[src/rtl/seqdet_d3_pkg.sv]
package seqdet_d3_pkg;

    // Outcome of checking one stored codeword
    typedef enum logic [1:0] {
        DEC_CLEAN = 2'd0,
        DEC_FIXED = 2'd1,
        DEC_LOST  = 2'd2
    } dec_stat_e;

    // Smallest number of Hamming check bits covering dw data bits
    function automatic int check_bits(input int dw);
        int r;
        r = 1;
        while ((1 << r) < (dw + r + 1)) begin
            r++;
        end
        return r;
    endfunction

endpackage

[src/rtl/d3_encoder.sv]
module d3_encoder #(
    parameter int DW = 4,
    parameter int RB = 3,
    localparam int N = DW + RB
) (
    input  logic [DW-1:0] data_i,
    output logic [N:0]    code_o
);

    always_comb begin
        logic [N:0] cw;
        logic       par;
        int         k;
        cw = '0;
        k  = 0;
        // data occupies every position that is not a power of two
        for (int p = 1; p <= N; p++) begin
            if ((p & (p - 1)) != 0) begin
                cw[p] = data_i[k];
                k++;
            end
        end
        // check bit at position 2^i covers positions with bit i set
        for (int i = 0; i < RB; i++) begin
            par = 1'b0;
            for (int p = 1; p <= N; p++) begin
                if ((((p >> i) & 1) != 0) && (p != (1 << i))) begin
                    par = par ^ cw[p];
                end
            end
            cw[1 << i] = par;
        end
        cw[0]  = ^cw[N:1];
        code_o = cw;
    end

endmodule

[src/rtl/d3_decoder.sv]
module d3_decoder
    import seqdet_d3_pkg::*;
#(
    parameter int DW = 4,
    parameter int RB = 3,
    localparam int N = DW + RB
) (
    input  logic [N:0]    code_i,
    output logic [DW-1:0] data_o,
    output dec_stat_e     stat_o
);

    always_comb begin
        logic [RB-1:0] syn;
        logic          par;
        logic [N:0]    fixed;
        int            k;
        syn = '0;
        for (int p = 1; p <= N; p++) begin
            if (code_i[p]) begin
                syn = syn ^ RB'(p);
            end
        end
        par    = ^code_i;
        fixed  = code_i;
        stat_o = DEC_CLEAN;
        if (par) begin
            // odd number of flips: one bit, located by the syndrome
            if (int'(syn) <= N) begin
                fixed[syn] = ~fixed[syn];
                stat_o     = DEC_FIXED;
            end else begin
                stat_o = DEC_LOST;
            end
        end else if (syn != '0) begin
            // even parity with a syndrome: two flips, not repairable
            stat_o = DEC_LOST;
        end
        data_o = '0;
        k      = 0;
        for (int p = 1; p <= N; p++) begin
            if ((p & (p - 1)) != 0) begin
                data_o[k] = fixed[p];
                k++;
            end
        end
    end

endmodule

[src/rtl/d3_walk_table.sv]
module d3_walk_table #(
    parameter int PLEN = 16,
    parameter logic [PLEN-1:0] PATTERN = 16'hE5A3,
    localparam int SW   = $clog2(PLEN),
    localparam int ROWS = 1 << SW
) (
    input  logic [SW-1:0] state_i,
    input  logic          bit_i,
    output logic [SW-1:0] next_o,
    output logic          hit_o
);

    // Longest pattern prefix that is a suffix of (prefix of length s) + b,
    // capped below PLEN so a full hit falls back to its border
    function automatic int step_len(input int s, input int b);
        int   n;
        int   best;
        int   pos;
        logic ok;
        logic w;
        n    = s + 1;
        best = 0;
        for (int len = 1; len <= n && len < PLEN; len++) begin
            ok = 1'b1;
            for (int j = 0; j < len; j++) begin
                pos = n - len + j;
                w   = (pos < s) ? PATTERN[PLEN-1-pos] : b[0];
                if (w != PATTERN[PLEN-1-j]) begin
                    ok = 1'b0;
                end
            end
            if (ok) begin
                best = len;
            end
        end
        return best;
    endfunction

    logic [SW-1:0] tab [ROWS*2];

    for (genvar s = 0; s < ROWS; s++) begin : g_row
        for (genvar b = 0; b < 2; b++) begin : g_bit
            localparam int NX = (s < PLEN) ? step_len(s, b) : 0;
            assign tab[s*2+b] = SW'(NX);
        end
    end

    always_comb begin
        next_o = tab[{state_i, bit_i}];
        hit_o  = (int'(state_i) == PLEN - 1) && (bit_i == PATTERN[0]);
    end

endmodule

[src/rtl/seqdet_d3.sv]
module seqdet_d3
    import seqdet_d3_pkg::*;
#(
    parameter int PLEN = 16,
    parameter logic [PLEN-1:0] PATTERN = 16'hE5A3,
    localparam int SW = $clog2(PLEN),
    localparam int RB = check_bits(SW),
    localparam int CW = SW + RB + 1
) (
    input  logic          clk,
    input  logic          rst,
    input  logic          din,
    input  logic [CW-1:0] fault_mask,
    output logic          match_o,
    output logic          err_o
);

    typedef struct packed {
        logic [CW-1:0] code;
        logic          match;
        logic          flag;
    } regs_t;

    regs_t         d, q;
    logic [SW-1:0] cur_state;
    dec_stat_e     dec_stat;
    logic [SW-1:0] walk_next;
    logic          walk_hit;
    logic [SW-1:0] go_state;
    logic [CW-1:0] go_code;
    logic [CW-1:0] chk_code;

    d3_decoder #(.DW(SW), .RB(RB)) u_dec (
        .code_i (q.code),
        .data_o (cur_state),
        .stat_o (dec_stat)
    );

    d3_walk_table #(.PLEN(PLEN), .PATTERN(PATTERN)) u_walk (
        .state_i (cur_state),
        .bit_i   (din),
        .next_o  (walk_next),
        .hit_o   (walk_hit)
    );

    always_comb begin
        go_state = (dec_stat == DEC_LOST) ? '0 : walk_next;
    end

    d3_encoder #(.DW(SW), .RB(RB)) u_enc (
        .data_i (go_state),
        .code_o (go_code)
    );

    // re-encodes the repaired state so assertions can measure the repair
    d3_encoder #(.DW(SW), .RB(RB)) u_chk_enc (
        .data_i (cur_state),
        .code_o (chk_code)
    );

    always_comb begin
        d       = q;
        d.code  = go_code ^ fault_mask;
        d.match = walk_hit && (dec_stat != DEC_LOST);
        d.flag  = (dec_stat != DEC_CLEAN);
    end

    always_ff @(posedge clk) begin
        if (rst) begin
            q <= '0;
        end else begin
            q <= d;
        end
    end

    assign match_o = q.match;
    assign err_o   = q.flag;

    p_fix_one_bit_r5: assert property (@(posedge clk) disable iff (rst)
        (dec_stat == DEC_FIXED) |-> ($countones(chk_code ^ q.code) == 1));

    p_clean_code_r9: assert property (@(posedge clk) disable iff (rst)
        ($past(fault_mask) == '0) |-> (dec_stat == DEC_CLEAN));

    p_lost_idle_r7: assert property (@(posedge clk) disable iff (rst)
        ($past(dec_stat == DEC_LOST) && ($past(fault_mask) == '0)) |-> (q.code == '0));

    p_lost_quiet_r7: assert property (@(posedge clk) disable iff (rst)
        (dec_stat == DEC_LOST) |=> !match_o);

    p_hit_last_bit_r2: assert property (@(posedge clk) disable iff (rst)
        match_o |-> ($past(din) == PATTERN[0]));

    p_flag_cause_r6: assert property (@(posedge clk) disable iff (rst)
        err_o |-> ($past(fault_mask, 2) != '0));

endmodule

[config.mk]
export PLATFORM = sky130hd
export DESIGN_NAME = seqdet_d3
export DESIGN_NICKNAME = d
export VERILOG_FILES = /design/src/rtl/seqdet_d3_pkg.sv /design/src/rtl/d3_encoder.sv /design/src/rtl/d3_decoder.sv /design/src/rtl/d3_walk_table.sv /design/src/rtl/seqdet_d3.sv
export SDC_FILE = /design/constraint.sdc
export NUM_CORES = 1
export LEC_CHECK = 0
export ABC_CLOCK_PERIOD_IN_PS = 4800
export BUFFER_PORTS_ARGS = -buffer_cell sky130_fd_sc_hd__buf_4
export CAP_MARGIN = 20
export CORE_MARGIN = 3
export CORE_UTILIZATION = 55
export CTS_BUF_LIST = sky130_fd_sc_hd__clkbuf_16
export CTS_CLUSTER_SIZE = 10
export DETAILED_ROUTE_END_ITERATION = 10
export GPL_ROUTABILITY_DRIVEN = 0
export PLACE_DENSITY = 0.79
export SLEW_MARGIN = 5
export SYNTH_ARGS = -nofsm -noshare
export SYNTH_HDL_FRONTEND = slang
export SYNTH_HIERARCHICAL = 1
export SYNTH_SLANG_ARGS = --single-unit
[constraint.sdc]
create_clock -name clk -period 4.8 [get_ports clk]
set_input_delay 0.48 -clock clk [delete_from_list [all_inputs] [get_ports clk]]
set_output_delay 0.48 -clock clk [all_outputs]
set_load 0.02 [all_outputs]
==> results of run 1 <==
critical path: stages, from the launching register on:
cell       delay [ns]
dfxtp_1          0.35
xnor2_1          0.48
and3_1           0.29
o211ai_1         0.15
nor2b_1          0.19
nor4_1           0.27
buf_4            0.19
inv_1            0.07
ha_1             0.20
nor2b_1          0.12
a2111oi_0        0.37
a311oi_1         0.10
and2_1           0.23
xor3_4           0.32
xnor2_1          0.18
nor2_1           0.05
cell type report:
class | instances | area, sq um | share of cell area [%]
clock buffer | 3 | 75.1 | 6.00
clock inverter | 1 | 3.75 | 0.300
tap | 25 | 31.3 | 2.50
inverter | 2 | 7.51 | 0.600
sequential | 10 | 200 | 16.0
timing repair buffer | 13 | 97.6 | 7.80
multi-input combinational | 102 | 836 | 66.8
cell usage after synthesis (2+ instances only):
cell type | n | area [sq um]
nor2_1 | 16 | 60.1
nand3_1 | 3 | 15.0
mux2_2 | 2 | 22.5
a211o_1 | 2 | 17.5
o221ai_1 | 2 | 17.5
mux2_1 | 3 | 33.8
xor3_1 | 2 | 47.6
xnor2_1 | 13 | 114
nor2b_1 | 3 | 18.8
ha_1 | 5 | 62.6
inv_1 | 2 | 7.51
dfxtp_1 | 10 | 200
buf_4 | 6 | 45.0
xor3_4 | 2 | 55.1
a31oi_1 | 2 | 12.5
nor3b_1 | 5 | 37.5
buf_6 | 4 | 45.0
nor3_1 | 2 | 10.0
xor2_1 | 4 | 35.0
xnor2_2 | 2 | 32.5
and2_1 | 4 | 25.0
nand2_1 | 9 | 33.8
layer usage:
metal  vias up  wire [microns]  global-route usage [%]
met3         4              57                    1.72
met5         -               0                       0
met2        19             978                    30.5
met1       382             945                    23.1
li1        435               -                       -
met4         0              42                    10.5
sequential cells by signal, indices dropped and copies added, names as in the netlist:
| name | flops |
|---|---|
| err_o | 1 |
| q | 8 |
| match_o | 1 |
worst max path at each step:
stage | end | slack, ns | cells past startpoint
detailed placement | q[2] | 1.14 | 13
global placement | q[2] | 1.23 | 15
global route | q[2] | 0.65 | 15
floorplan | q[2] | 1.12 | 12
CTS | q[2] | 1.14 | 13
finish | q[2] | 1.11 | 15
kinds of logic after synthesis:
family | after synthesis | synth area share [%]
AO/OA/AOI/OAI | 16 | 10.9
XOR/XNOR | 24 | 27.4
adder cells (fa/ha/maj) | 5 | 5.49
buffers and inverters | 13 | 9.01
flip-flops | 10 | 17.6
multiplexers | 5 | 4.94
AND/OR/NAND/NOR | 52 | 24.7
stage by stage:
step                      setup WS (ns)  utilization [%]
after floorplan                    1.12                -
after global placement             1.23             63.7
after detailed placement           1.14             63.7
after CTS                          1.14             68.0
after global routing              0.650             68.0
final                              1.11             68.0
==> key figures, run 1 <==
Outcome
  – Outcome: finished clean

Synthesis
  – Yosys warns: 6
  – Mapped cell area: 0.00114 sq mm
  – Distinct cells, synth: 44
  – Average cell area after synthesis: 9.11 sq um
  – Post-synth top flop: dfxtp_1
  – Sequential element share of the synthesized area: 17.6%
  – EDFF count, synth: 0
  – Seq cells post-synth: 10
  – Synth async-reset ratio: 0%
  – Syn Nets: 141
  – Gate Count Post-Synth: 125

Layout
  – Finished Cell Area: 0.00125 sq mm
  – Ant diodes: 0
  – Most frequent cells in the layout: nor2_1, xnor2_1, buf_4, dfxtp_1, nand2_1
  – Filler Cells Inserted: 158
  – Share of layout cells above drive strength 1: 21.4%
  – Post-Layout Cell Count: 156
  – Layout Nets: 148
  – Most common cell after layout, fill and taps aside: nor2_1
  – Area delta synth->final: 9.89%

Clock tree
  – CTS clk-pin slew, worst paths: 0.04 ns
  – Post-CTS setup repair buffer count: 0
  – CTS H-tree depth: 1
  – Clock Sinks: 10
  – Clk buf depth: 2
  – CTS tree: done
  – CTS Buf Count: 3
  – Skew-Pair Late Insertion Delay: 0.24 ns
  – Hold-fix buffers, CTS: 0
  – Cts repair resizes: 0
  – CTS root buf: clkbuf_16

Place
  – Dpl cells: 152
  – I/O Buffers: 12
  – Post-place instance area: 0.00117 sq mm
  – Hpwl dp: 1590 microns

Die
  – Core ar.: 0.00184 sq mm
  – Row cnt: 15
  – Die ar.: 0.00265 sq mm
  – IO Count: 13
  – Chip Width: 51.5 microns
  – Die Y: 51.5 microns
  – Initial Util: 61.9%

Critical path
  – Reg-to-reg startpoint: q[7]
  – Flop-to-flop setup slack: 1.11 ns
  – RR Endpoint: q[2]
  – CP required: 4.93 ns
  – Worst Reg2Reg Path Length in Cells: 15
  – Crit. Startpoint: q[7]
  – CP Class: flip-flop to flip-flop
  – CP endpoint kind: flip-flop
  – Max FO, Critical Path: 7
  – CP arrival: 3.81 ns
  – Crit start category: flip-flop

Detailed routing
  – Number of iterations in the first detailed-routing pass: 4
  – DRT Wirelength: 2020 microns
  – DRC violations left: 0
  – Drt initial violations: 15
  – Routed Antenna Nets: 0
  – Vias/cell: 5.38
  – Routed WL per cell: 13.0 microns
  – Vias: 840

Global routing
  – Largest net degree at the start of global routing: 16
  – Total GRT Usage: 18.3%
  – Number of global-route vias before repair: 802
  – First-pass GRT wire length: 3570 microns
  – Gr ovfl total: 0
  – Initial antenna violation count: 0

STA
  – Hold_ws: 0.489 ns
  – Post-route clock period utilization: 76.8%
  – Slew Limit Fails: 0
  – Tmin final: 3.69 ns
  – Unrepaired setup endpoints after global routing: false
  – Setup TNS: 0 ns
  – Worst Tran Pin Value: 0.560 ns
  – Slew headroom: 62.4%
  – Clock skew: 0.00150 ns
  – Final hold violations: 0
  – Final setup fails: 0
  – Max Freq: 271 MHz

Flow run
  – Max-cap violations: 0

Hold path
  – Hold EP: q[2]
  – HP Class: primary input to flip-flop
  – WHS Path Cells: 2
  – Hold Crit Start: rst
Power of run 1 is not shown: default switching activity piles up to over one toggle a cycle in this logic, so the estimate is an artifact.
==> run 2: changes to the inputs <==
--- a/config.mk
+++ b/config.mk
@@ -5,7 +5,8 @@
 export SDC_FILE = /design/constraint.sdc
 export NUM_CORES = 1
 export LEC_CHECK = 0
-export ABC_CLOCK_PERIOD_IN_PS = 4800
+export ABC_AREA = 1
+export ABC_CLOCK_PERIOD_IN_PS = 3600
 export BUFFER_PORTS_ARGS = -buffer_cell sky130_fd_sc_hd__buf_4
 export CAP_MARGIN = 20
 export CORE_MARGIN = 3
@@ -14,7 +15,7 @@
 export CTS_CLUSTER_SIZE = 10
 export DETAILED_ROUTE_END_ITERATION = 10
 export GPL_ROUTABILITY_DRIVEN = 0
-export PLACE_DENSITY = 0.79
+export PLACE_DENSITY = 0.78
 export SLEW_MARGIN = 5
 export SYNTH_ARGS = -nofsm -noshare
 export SYNTH_HDL_FRONTEND = slang
==> constraint.sdc (replaced) <==
create_clock -name clk -period 3.6 [get_ports clk]
set_input_delay 0.36 -clock clk [delete_from_list [all_inputs] [get_ports clk]]
set_output_delay 0.36 -clock clk [all_outputs]
set_load 0.02 [all_outputs]
==> run 2 against run 1 <==
  * Design area rose by 7.5%
  * First-iteration DRC count rose to 2.8 times the previous value
  * Maximum frequency rose by 18%
  * Via count rose by 49%
  * Sequential cell count did not move
  * Sequential share of layout area fell by 1.1 points
  * Worst setup slack got worse by 0.63 ns
  * Register-to-register slack got worse by 0.63 ns
  * Clock skew rose by 0.00061 ns
  * Critical path depth rose by 10
  * Critical path type unchanged
==> key figures, run 2 <==
Outcome
  – Outcome: finished clean

Global routing
  – Initial antenna violation count: 0 (unchanged)
  – Gr ovfl total: 0 (unchanged)
  – Number of global-route vias before repair: 1055 (+32%)
  – First-pass GRT wire length: 4260 microns (+19%)
  – Total GRT Usage: 19.9% (+1.6 points)
  – Largest net degree at the start of global routing: 10 (-6)

Synthesis
  – Distinct cells, synth: 25 (-43%)
  – Synth Area in Adders: 5.26% (-0.24 points)
  – Synth async-reset ratio: 0% (unchanged)
  – Syn Nets: 231 (+64%)
  – EDFF count, synth: 0 (unchanged)
  – Post-synth top flop: dfxtp_1
  – Synth Area in XOR/XNOR: 2.94% (-24 points)
  – Yosys top cell area share: 22.1% (+4.5 points)
  – Main combinational cell family by area after synthesis: simple AND/OR/NAND/NOR gates
  – Mux cell area share after synthesis: 0% (-4.9 points)
  – Area contributors post-synth: nand2_1, dfxtp_1, nand3_1
  – Leading area contributor after synthesis: nand2_1
  – Mapped cell area: 0.00119 sq mm (+4.5%)
  – Post-synthesis compound-gate area fraction: 4.21% (-6.7 points)
  – Seq cells post-synth: 10 (unchanged)
  – Sequential element share of the synthesized area: 16.8% (-0.76 points)
  – Gate Count Post-Synth: 215 (+72%)
  – Yosys warns: 6 (unchanged)
  – Average cell area after synthesis: 5.53 sq um (-39%)
  – Most common library cells after synthesis: nand2_1, nand3_1, nor2_1, inv_1, nand2_2
  – Count leader, synth: nand2_1
  – Post-Synth Simple-Gate Area: 55.7% (+31 points)

Clock tree
  – CTS Buf Count: 3 (unchanged)
  – Skew-Pair Late Insertion Delay: 0.23 ns (about the same)
  – Clock Sinks: 10 (unchanged)
  – CTS clk-pin slew, worst paths: 0.04 ns (about the same)
  – CTS tree: done
  – CTS H-tree depth: 1 (unchanged)
  – Clk buf depth: 2 (unchanged)
  – Hold-fix buffers, CTS: 0 (unchanged)
  – CTS root buf: clkbuf_16

STA
  – Slew Limit Fails: 0 (unchanged)
  – Clock skew: 0.00211 ns (+0.000607 ns)
  – Max Freq: 321 MHz (+18%)
  – Slew headroom: 72.3% (+9.9 points)
  – Post-route clock period utilization: 86.5% (+9.7 points)
  – Final setup fails: 0 (unchanged)
  – Tmin final: 3.11 ns (-0.573 ns)
  – Unrepaired setup endpoints after global routing: false
  – Setup TNS: 0 ns (unchanged)
  – Final hold violations: 0 (unchanged)
  – Hold_ws: 0.298 ns (-0.191 ns)
  – Worst Tran Pin Value: 0.414 ns (-0.146 ns)

Die
  – Initial Util: 59.4% (-2.5 points)
  – Core ar.: 0.00200 sq mm (+8.8%)
  – Die ar.: 0.00276 sq mm (+4.0%)
  – Die Y: 52.5 microns (+2.0%)
  – IO Count: 13 (unchanged)
  – Chip Width: 52.5 microns (+2.0%)
  – Row cnt: 16 (+1)

Critical path
  – CP Class: flip-flop to flip-flop
  – CP arrival: 3.27 ns (-0.54 ns)
  – CP endpoint kind: flip-flop
  – CP required: 3.76 ns (-1.17 ns)
  – Count of buffer and inverter cells on the critical path: 4 (+2)
  – Most used cell, CP: nand2_1
  – Slowest-stage cell, CP: dfxtp_1
  – Critical path's top delay family: simple AND/OR/NAND/NOR gates
  – Worst Reg2Reg Path Length in Cells: 25 (+10)
  – Crit start category: flip-flop
  – Slowest stage delay, CP: 0.38 ns (-0.10 ns)
  – Max FO, Critical Path: 7 (unchanged)
  – Reg-to-reg startpoint: q[9]
  – Flop-to-flop setup slack: 0.49 ns (-0.63 ns)
  – RR Endpoint: q[2]

Layout
  – Most common cell after layout, fill and taps aside: nand2_1
  – Top reg by flops: q
  – Number of flip-flops in the largest register: 8 (unchanged)
  – Layout Nets: 242 (+64%)
  – Most frequent cells in the layout: nand2_1, nand3_1, nor2_1, inv_1, buf_4
  – Share of layout cells above drive strength 1: 20.4% (-0.93 points)
  – Area delta synth->final: 13.0%
  – Ant diodes: 0 (unchanged)
  – Filler Cells Inserted: 194 (+23%)

Detailed routing
  – Routed WL per cell: 10.1 microns (-22%)
  – Vias: 1250 (+49%)
  – DRT Wirelength: 2540 microns (+25%)
  – DRC violations left: 0 (unchanged)
  – Number of iterations in the first detailed-routing pass: 5 (+1)
  – Vias/cell: 4.96 (-7.9%)
  – Drt initial violations: 42 (+27)
  – Routed Antenna Nets: 0 (unchanged)

Hold path
  – WHS Path Cells: 2 (unchanged)
  – Hold EP: err_o
  – HP Class: primary input to flip-flop
  – Hold Crit Start: rst

Flow run
  – Max-cap violations: 0 (unchanged)

Place
  – I/O Buffers: 12 (unchanged)
  – Hpwl dp: 2100 microns (+32%)
==> run 2: cell types whose count changed in the layout (fill, tap and decap cells not counted), sizes merged, moves of 3 or more <==
cell / before / now
nor2: 17 / 32
nor2b: 3 / 0
mux2: 5 / 0
xor2: 4 / 1
nor3b: 5 / 0
xor3: 4 / 0
nand2: 9 / 81
and2: 4 / 0
nand3: 3 / 30
xnor2: 16 / 3
inv: 2 / 33
==> run 2: worst register-to-register path, delay by kind of cell, from the launching register on <==
family / cells / cell delay [ns]
flip-flops: 1 / 0.38
buffers and inverters: 4 / 0.33
AND/OR/NAND/NOR: 19 / 1.89
AO/OA/AOI/OAI: 1 / 0.14
adder cells (fa/ha/maj): 1 / 0.31
==> run 2: cells by family (layout without fill, tap and decap cells) <==
logic type	count (synthesis)	after routing
flip-flops	10	10
AO/OA/AOI/OAI	8	8
buffers and inverters	39	49
XOR/XNOR	4	4
adder cells (fa/ha/maj)	5	5
AND/OR/NAND/NOR	149	149
==> run 2: metrics by stage <==
| stage | setup WS, ns | cell area [sq um] | util (%) | cells |
|---|---|---|---|---|
| finish | 0.487 | 1350 | 67.2 | 252 |
| global route | 0.0317 | 1350 | 67.2 | 252 |
| CTS | 0.301 | 1340 | 66.9 | 252 |
| detailed placement | 0.322 | 1260 | 63.0 | 248 |
| global placement | 0.492 | 1260 | 63.0 | 248 |
| floorplan | 0.806 | 1190 | - | 215 |
==> run 2: what timing repair did <==
action / CTS / global route
buffers inserted: 0 / 0
setup endpoints to repair: 0 / 4
gates resized for setup: 0 / 3
==> run 2: routing by layer <==
| layer | GRT usage [%] | up-vias | share of wire [%] |
|---|---|---|---|
| met5 | 0 | - | 0 |
| met4 | 7.66 | 0 | 0 |
| met3 | 0.855 | 0 | 3.1 |
| met2 | 33.3 | 21 | 50 |
| met1 | 26.7 | 555 | 47 |
| li1 | - | 674 | - |
==> run 2: area by class of cell <==
cell class | count | area (sq um) | area share [%]
inverter | 33 | 126 | 9.40
multi-input combinational | 166 | 816 | 60.7
sequential | 10 | 200 | 14.9
clock inverter | 1 | 3.75 | 0.279
clock buffer | 3 | 75.1 | 5.58
tap | 27 | 33.8 | 2.51
timing repair buffer | 12 | 90.1 | 6.70
==> run 2: worst max path at each step <==
stage / depth (start not counted) / slack [ns] / to / from
4_1_cts: 25 / 0.30 / q[2] / q[9]
2_1_floorplan: 25 / 0.81 / q[4] / q[5]
3_5_place_dp: 25 / 0.32 / q[2] / q[9]
3_3_place_gp: 25 / 0.49 / q[2] / q[9]
6_report: 25 / 0.49 / q[2] / q[9]
5_1_grt: 26 / 0.03 / q[6] / q[9]
Power of run 2 is left out for the same reason.
==> run 3: changes to the inputs <==
--- a/config.mk
+++ b/config.mk
@@ -6,16 +6,18 @@
 export NUM_CORES = 1
 export LEC_CHECK = 0
 export ABC_AREA = 1
-export ABC_CLOCK_PERIOD_IN_PS = 3600
+export ABC_CLOCK_PERIOD_IN_PS = 3700
 export BUFFER_PORTS_ARGS = -buffer_cell sky130_fd_sc_hd__buf_4
 export CAP_MARGIN = 20
+export CELL_PAD_IN_SITES_DETAIL_PLACEMENT = 1
+export CELL_PAD_IN_SITES_GLOBAL_PLACEMENT = 2
 export CORE_MARGIN = 3
-export CORE_UTILIZATION = 55
+export CORE_UTILIZATION = 32
 export CTS_BUF_LIST = sky130_fd_sc_hd__clkbuf_16
 export CTS_CLUSTER_SIZE = 10
 export DETAILED_ROUTE_END_ITERATION = 10
 export GPL_ROUTABILITY_DRIVEN = 0
-export PLACE_DENSITY = 0.78
+export PLACE_DENSITY = 0.87
 export SLEW_MARGIN = 5
 export SYNTH_ARGS = -nofsm -noshare
 export SYNTH_HDL_FRONTEND = slang
==> constraint.sdc (replaced) <==
create_clock -name clk -period 3.7 [get_ports clk]
set_input_delay 0.37 -clock clk [delete_from_list [all_inputs] [get_ports clk]]
set_output_delay 0.37 -clock clk [all_outputs]
set_load 0.02 [all_outputs]
==> run 3 against run 2 <==
  * Count of clock-buffer cells in the layout did not move
  * Global-route usage fell by 4.0 points
  * Non-clock buffer count rose by 1
  * Worst setup slack got worse by 0.032 ns
  * Critical path type unchanged
  * Highest routed layer is now met4
==> key figures, run 3 (synthesis gave the netlist of run 2 again) <==
Die
  – Die Y: 67.0 microns (+28%)
  – Die ar.: 0.00449 sq mm (+63%)
  – Row cnt: 21 (+5)
  – Chip Width: 67.0 microns (+28%)
  – Initial Util: 34.3% (-25 points)
  – IO Count: 13 (unchanged)
  – Core ar.: 0.00347 sq mm (+73%)

Critical path
  – Count of buffer and inverter cells on the critical path: 5 (+1)
  – Critical path's top delay family: simple AND/OR/NAND/NOR gates
  – CP required: 3.86 ns (+0.10 ns)
  – Slowest-stage cell, CP: dfxtp_1
  – WP depth: 24 (-4.0%)
  – Cells along the critical path: inv_1 > nand2_1 > nand3_1 > nand2_1 > nand2_2 > nand2_2 > inv_2 > nor3_2 > or2_1 > nand2_1 > inv_1 > inv_1 > ha_1 > o21ai_0 > nand3_1 > nand3_1 > inv_1 > nor2_2 > nand2_1 > nand3_1 > nand2_1 > nand2_1 > nand2_1 > nor2_1
  – Crit start category: flip-flop
  – Flop-to-flop setup slack: 0.46 ns (-0.03 ns)
  – CP Class: flip-flop to flip-flop
  – RR Endpoint: q[2]
  – Reg-to-reg startpoint: q[5]
  – Worst Reg2Reg Path Length in Cells: 24 (-4.0%)
  – CP arrival: 3.40 ns (+0.13 ns)
  – CP endpoint kind: flip-flop
  – Most used cell, CP: nand2_1
  – Max FO, Critical Path: 7 (unchanged)
  – Slowest stage delay, CP: 0.40 ns (+0.02 ns)

Detailed routing
  – Routed WL per cell: 11.6 microns (+15%)
  – Vias/cell: 4.55 (-8.2%)
  – Number of iterations in the first detailed-routing pass: 4 (-1)
  – Vias: 1238 (-0.96%)
  – DRC violations left: 0 (unchanged)
  – Drt initial violations: 54 (+29%)
  – Routed Antenna Nets: 0 (unchanged)
  – DRT Wirelength: 3150 microns (+24%)

Layout
  – Number of flip-flops in the largest register: 8 (unchanged)
  – Share of layout cells above drive strength 1: 20.8% (+0.35 points)
  – Most common cell after layout, fill and taps aside: nand2_1
  – Area delta synth->final: 15.9%
  – Top reg by flops: q
  – Most frequent cells in the layout: nand2_1, nand3_1, nor2_1, inv_1, buf_4
  – Layout Nets: 243 (+0.41%)
  – Ant diodes: 0 (unchanged)

Clock tree
  – Clock Sinks: 10 (unchanged)
  – CTS Buf Count: 3 (unchanged)
  – Skew-Pair Late Insertion Delay: 0.24 ns (about the same)
  – CTS clk-pin slew, worst paths: 0.04 ns (about the same)
  – Post-CTS setup repair buffer count: 0 (unchanged)
  – Clk buf depth: 2 (unchanged)
  – CTS tree: done
  – CTS H-tree depth: 1 (unchanged)
  – CTS root buf: clkbuf_16

STA
  – Clock skew: 0.00340 ns (+0.00129 ns)
  – Tmin final: 3.24 ns (+0.132 ns)
  – Worst Tran Pin Value: 0.334 ns (-0.0800 ns)
  – Final setup fails: 0 (unchanged)
  – Post-route clock period utilization: 87.7% (+1.2 points)
  – Slew Limit Fails: 0 (unchanged)
  – Unrepaired setup endpoints after global routing: false
  – Slew headroom: 77.7% (+5.4 points)
  – Max Freq: 308 MHz (-4.1%)
  – Final hold violations: 0 (unchanged)
  – Setup TNS: 0 ns (unchanged)

Hold path
  – WHS Path Cells: 2 (unchanged)
  – Hold EP: err_o
  – HP Class: primary input to flip-flop
  – Hold Crit Start: rst

Flow run
  – Max-cap violations: 0 (unchanged)

Global routing
  – Gr ovfl total: 0 (unchanged)
  – Largest net degree at the start of global routing: 10 (unchanged)
  – First-pass GRT wire length: 5450 microns (+28%)
  – Number of global-route vias before repair: 1181 (+12%)
  – Total GRT Usage: 15.9% (-4.0 points)
  – Initial antenna violation count: 0 (unchanged)

Outcome
  – Outcome: finished clean

Place
  – I/O Buffers: 12 (unchanged)
  – Hpwl dp: 2600 microns (+24%)
run 3: worst reg2reg max path, delay by kind of cell, from the launching register on:
| kind | cells | cell delay, ns |
|---|---|---|
| compound gates | 1 | 0.15 |
| simple gates | 17 | 1.78 |
| flops | 1 | 0.40 |
| buf+inv | 5 | 0.51 |
| fa+ha+maj | 1 | 0.32 |
run 3: repair_timing:
item,in CTS,in global routing
gates resized for setup,0,3
endpoints found under the setup margin,0,4
hold buffers,0,0
run 3: how the worst max path moves through the flow:
stage | startpoint | endpoint
after global routing | q[5] | q[4]
after floorplan | q[5] | q[4]
after detailed placement | q[8] | q[6]
final | q[5] | q[2]
after CTS | q[8] | q[2]
after global placement | q[8] | q[2]
run 3: layout make-up:
| type | count | area, sq um |
|---|---|---|
| Fill cell | 518 | 2090 |
| Multi-Input combinational cell | 166 | 818 |
| Tap cell | 46 | 57.6 |
| Clock inverter | 1 | 3.75 |
| Clock buffer | 3 | 75.1 |
| Timing Repair Buffer | 13 | 97.6 |
| Inverter | 33 | 126 |
| Sequential cell | 10 | 200 |
run 3: through the flow:
step / hold slack (ns) / std cells / util, % / instance area [sq um] / setup slack, ns
6_report: 0.306 / 272 / 39.8 / 1380 / 0.455
5_1_grt: 0.307 / 272 / 39.8 / 1380 / 0.0246
4_1_cts: 0.305 / 272 / 39.5 / 1370 / 0.314
3_5_place_dp: 0.555 / 268 / 37.3 / 1290 / 0.367
3_3_place_gp: 0.556 / 268 / 37.3 / 1290 / 0.430
2_1_floorplan: 0.442 / 215 / - / 1190 / 0.906
run 3: per-layer routing:
metal	global-route usage, %	wire [microns]
met1	20.8	1560
met2	27.0	1510
met3	1.52	44
met4	5.32	47
met5	0	0
Power of run 3 is left out for the same reason.
